`src/rtl/alu_flags.sv`:
```
module alu_flags (
  input  logic       clk,
  input  logic       rst_n,
  input  logic [3:0] op,
  input  logic [7:0] opa,
  input  logic [7:0] opb,
  input  logic [2:0] bsel,
  output logic [7:0] res,
  output logic [7:0] sreg
);
  localparam logic [3:0] OP_ADD = 4'd0, OP_ADC = 4'd1, OP_SUB = 4'd2, OP_SBC = 4'd3;
  localparam logic [3:0] OP_AND = 4'd4, OP_OR = 4'd5, OP_XOR = 4'd6, OP_ANDI = 4'd7;
  localparam logic [3:0] OP_SEI = 4'd8, OP_CLI = 4'd9, OP_BST = 4'd10, OP_BLD = 4'd11;
  localparam int FI = 7, FT = 6, FH = 5, FS = 4, FV = 3, FN = 2, FZ = 1, FC = 0;

  logic [7:0] nxt;
  logic       cin;
  logic [8:0] sum, dif;
  logic       is_add, is_sub, is_log;

  assign is_add = (op == OP_ADD) || (op == OP_ADC);
  assign is_sub = (op == OP_SUB) || (op == OP_SBC);
  assign is_log = (op[3:2] == 2'b01);
  assign cin    = (op == OP_ADC || op == OP_SBC) ? sreg[FC] : 1'b0;
  assign sum    = {1'b0, opa} + {1'b0, opb} + {8'd0, cin};
  assign dif    = {1'b0, opa} - {1'b0, opb} - {8'd0, cin};

  always_comb begin
    res = opa;
    nxt = sreg;
    case (op)
      OP_ADD, OP_ADC: begin
        res     = sum[7:0];
        nxt[FC] = sum[8];
        nxt[FH] = (opa[3] & opb[3]) | (opb[3] & ~res[3]) | (~res[3] & opa[3]);
        nxt[FV] = (opa[7] & opb[7] & ~res[7]) | (~opa[7] & ~opb[7] & res[7]);
      end
      OP_SUB, OP_SBC: begin
        res     = dif[7:0];
        nxt[FC] = dif[8];
        nxt[FH] = (~opa[3] & opb[3]) | (opb[3] & res[3]) | (res[3] & ~opa[3]);
        nxt[FV] = (opa[7] & ~opb[7] & ~res[7]) | (~opa[7] & opb[7] & res[7]);
      end
      OP_AND, OP_ANDI: begin res = opa & opb; nxt[FV] = 1'b0; end
      OP_OR:           begin res = opa | opb; nxt[FV] = 1'b0; end
      OP_XOR:          begin res = opa ^ opb; nxt[FV] = 1'b0; end
      OP_SEI:          nxt[FI] = 1'b1;
      OP_CLI:          nxt[FI] = 1'b0;
      OP_BST:          nxt[FT] = opa[bsel];
      OP_BLD:          res[bsel] = sreg[FT];
      default: ;
    endcase
    if (is_add || is_sub || is_log) begin
      nxt[FN] = res[7];
      nxt[FZ] = (res == 8'd0);
      nxt[FS] = res[7] ^ nxt[FV];
    end
  end

  always_ff @(posedge clk or negedge rst_n)
    if (!rst_n) sreg <= 8'd0;
    else        sreg <= nxt;

  a_r9_i_only_by_flag_ops: assert property (@(posedge clk) disable iff (!rst_n)
    (op != OP_SEI && op != OP_CLI) |=> $stable(sreg[FI]));
  a_r8_logic_keeps_c_h: assert property (@(posedge clk) disable iff (!rst_n)
    is_log |=> (sreg[FV] == 1'b0) && $stable(sreg[FC]) && $stable(sreg[FH]));
  a_r4_zero_flag: assert property (@(posedge clk) disable iff (!rst_n)
    (is_add || is_sub || is_log) |=> (sreg[FZ] == ($past(res) == 8'd0)) && (sreg[FN] == $past(res[7])));
  a_r10_bst_loads_t: assert property (@(posedge clk) disable iff (!rst_n)
    (op == OP_BST) |=> sreg[FT] == $past(opa[bsel]));
  a_r11_idle_ops_hold: assert property (@(posedge clk) disable iff (!rst_n)
    (op[3:2] == 2'b11) |=> $stable(sreg));
  a_r10_flag_ops_keep_arith: assert property (@(posedge clk) disable iff (!rst_n)
    (op[3:2] == 2'b10) |=> $stable(sreg[5:0]));
endmodule

```
`config.mk`:
```
export PLATFORM = sky130hd
export DESIGN_NAME = alu_flags
export DESIGN_NICKNAME = d
export VERILOG_FILES = /design/src/rtl/alu_flags.sv
export SDC_FILE = /design/constraint.sdc
export NUM_CORES = 1
export LEC_CHECK = 0
export BUFFER_PORTS_ARGS = -buffer_cell sky130_fd_sc_hd__buf_2
export CORE_UTILIZATION = 40
export CTS_BUF_LIST = sky130_fd_sc_hd__clkbuf_8
export DETAILED_ROUTE_END_ITERATION = 12
export PLACE_DENSITY = 0.62
export SLEW_MARGIN = 10
export SYNTH_ARGS = -nofsm -noshare
export SYNTH_HDL_FRONTEND = slang
export SYNTH_SLANG_ARGS = --single-unit
```
`constraint.sdc`:
```
create_clock -name clk -period 5.9 [get_ports clk]
set_input_delay 0.59 -clock clk [delete_from_list [all_inputs] [get_ports clk]]
set_output_delay 0.59 -clock clk [all_outputs]
set_load 0.02 [all_outputs]
```
==> flow_metrics.env <==
export IMPL_outcome="finished clean"
export IMPL_vias=2324
export IMPL_clock_latency_ps=220
export IMPL_critPathMaxFanout=30
export IMPL_setup_tns_final_ps=0
export IMPL_synthXorXnorAreaFrac=0.0151
export IMPL_synthTopCellsByArea="ha_1 (17%), dfrtp_1 (8.6%), inv_1 (5.0%)"
export IMPL_start_util=0.418
export IMPL_drt_initial_drc_count=222
export IMPL_cts_hold_buf=0
export IMPL_max_cap_viol_count=0
export IMPL_final_cell_mix="buf_2 (40), ha_1 (32), inv_1 (31), a21oi_1 (16), nor2_1 (16)"
export IMPL_clock_skew_ps=1.06
export IMPL_path_class="in -> out"
export IMPL_multi_input_area_um2=1880
export IMPL_timing_hold_ws_ps=200
export IMPL_nFillCells=588
export IMPL_drt_met1_wl_um=3080
export IMPL_yosysUniqueCellTypes=61
export IMPL_synth_top_area_frac=0.173
export IMPL_p_int_mw=0.202
export IMPL_cts_tree="done"
export IMPL_grt_pass1_wl_um=10700
export IMPL_antenna_found_initial=0
export IMPL_gr_usage_all_layers=0.216
export IMPL_routed_top_layer="met4"
export IMPL_power_frac_comb=0.633
export IMPL_fin_ws_ps=1530
export IMPL_nets=385
export IMPL_cts_inserted_buffers=3
export IMPL_rsz0062_at_grt="false"
export IMPL_syn_cell_area_um2=2320
export IMPL_min_path_type="in -> async"
export IMPL_syn_nets=359
export IMPL_min_period_ps=4370
export IMPL_cts_sinks=8
export IMPL_drive_above_1_share=0.178
export IMPL_largest_register="sreg"
export IMPL_routedWlPerCell_um=16.1
export IMPL_drc=0
export IMPL_gp_congestion=0.887
export IMPL_place_ws_ps=1460
export IMPL_io_pins=41
export IMPL_fmax_ghz=0.229
export IMPL_synth_compound_area_frac=0.269
export IMPL_die_w_um=78.1
export IMPL_p_sw_mw=0.168
export IMPL_routed_wl_um=6310
export IMPL_n_antenna_cell=0
export IMPL_areaGrowthSynthToFinish_pct=9.35
export IMPL_clockBufferDepth=2
export IMPL_overflow=0
export IMPL_grt_max_degree=36
export IMPL_dpl_hpwl_um=4930
export IMPL_maxSlewHeadroom=0.571
export IMPL_tightest_slew_ps=644
export IMPL_cp_start_kind="primary input"
export IMPL_p_clk_frac=0.170
export IMPL_yosys_register_bits=8
export IMPL_largestRegisters="sreg x8"
export IMPL_wl_met2_um=2840
export IMPL_yosysWarnings=0
export IMPL_worst_path_largest_cell_delay_ps=470
export IMPL_seq_power_share=0.197
export IMPL_dr_wl_met3_um=353
export IMPL_synth_area_per_cell_um2=7.80
export IMPL_place_inst=390
export IMPL_synth_simple_area_share=0.245
export IMPL_ant_nets=0
export IMPL_cts_max_level=1
export IMPL_portBuffers=40
export IMPL_ir_worst_vdd_mv=0.102
export IMPL_end_kind="output port"
export IMPL_layout_commonest_cell="buf_2"
export IMPL_final_cells=393
export IMPL_r2r_cells=13
export IMPL_die_area_um2=6100
export IMPL_drtPass1Iterations=5
export IMPL_synth_edff_count=0
export IMPL_setup_viol=0
export IMPL_slowest_stage="fa_1"
export IMPL_synth_top_family_by_area="compound AO/OA/AOI/OAI gates"
export IMPL_p_leak_nw=1.17
export IMPL_largest_reg_flops=8
export IMPL_synthAdderAreaFrac=0.216
export IMPL_register_area_um2=200
export IMPL_synth_top_cell_by_area="ha_1"
export IMPL_synthArstFlopShare=1.00
export IMPL_vias_per_cell=5.91
export IMPL_post_route_period_util=0.740
export IMPL_path_clk_slew_ps=40
export IMPL_power_density_nw_per_um2=146
export IMPL_hold_viol=0
export IMPL_core_region_area_um2=5540
export IMPL_crit_arrival_ps=3780
export IMPL_yosysSeqAreaShare=0.0864
export IMPL_cts_repair_resized=0
export IMPL_cts_post_setup_buffers_inserted=0
export IMPL_rows=27
export IMPL_crit_chain="buf_2 > and2b_1 > nand3_1 > fa_1 > fa_1 > o21a_1 > o211a_1 > o21a_1 > o31ai_1 > o32a_1 > buf_2"
export IMPL_critPathRequiredTime_ps=5310
export IMPL_synth_flop_cell="dfrtp_1"
export IMPL_fp_dieH_um=78.1
export IMPL_p_sw_frac=0.454
export IMPL_final_max_slew_viol_count=0
export IMPL_grt_pass1_vias=2150
export IMPL_muxShareOfSynthArea=0.0692
export IMPL_root_buffer="clkbuf_8"
export IMPL_syn_inst=297
metrics by stage:
step / instance area [µm²] / power [mW] / utilization
finish: 2530 / 0.370 / 0.457
global route: 2530 / 0.404 / 0.457
CTS: 2530 / 0.371 / 0.457
detailed placement: 2490 / 0.306 / 0.450
global placement: 2490 / 0.304 / 0.450
floorplan: 2320 / 0.241 / -
cell families after synthesis:
| group | after synthesis |
|---|---|
| buf+inv | 50 |
| mux | 13 |
| flops | 8 |
| fa+ha+maj | 37 |
| compound gates | 85 |
| xor+xnor | 4 |
| simple gates | 100 |
power by group through the flow:
stage	Clock, mW	Combinational (mW)	Sequential [mW]
after floorplan	0	0.162	0.0790
after global placement	0	0.229	0.0741
after detailed placement	0	0.232	0.0738
after CTS	0.0649	0.233	0.0731
after global routing	0.0680	0.261	0.0745
final	0.0629	0.234	0.0730
Yosys cell counts (all sizes together) (3+ instances only):
cell type and instances:
a221oi 3, nand2b 6, mux2 4, nor3 8, nand2 15, and2 3, clkbuf 5, ha 32
mux2i 7, o311ai 4, o211ai 4, xnor2 4, o221ai 3, dfrtp 8, a211o 3, o21ai 12
o21a 9, fa 5, nor2b 11, or2 5, o211a 3, nand3b 6, inv 31, o31ai 6
nor2 16, nand3 10, a211oi 3, a31oi 4, a21oi 16, and3 3, buf 14, or3 5
layer usage:
metal  GRT usage  vias up
met5           0        -
met4      0.0296        0
met3     0.00814        6
met2       0.363       83
met1       0.313     1105
li1            -     1130
final timing paths:
path                            startpoint  endpoint  slack (ps)
max in group asynchronous            rst_n   sreg[0]        5540
worst min register to register     sreg[1]   sreg[1]         490
min in group clk                   sreg[1]   sreg[1]         490
worst max register to register     sreg[0]   sreg[1]        2400
worst min-delay path                 rst_n   sreg[5]         200
worst max-delay path                 op[0]    res[6]        1530
worst max-delay path, delay by kind of cell:
kind	cells	cell delay [ps]
AOI/OAI and AO/OA	5	1180
adders and majority gates	2	910
buffers and inverters	2	640
and+or+nand+nor	2	440
final cells by class:
cell class | count | share of cell area
timing repair buffer | 40 | 0.0791
inverter | 31 | 0.0459
sequential | 8 | 0.0791
multi-input combinational | 239 | 0.744
clock buffer | 3 | 0.0163
tap | 72 | 0.0356
(Power assumes the default switching activity.)
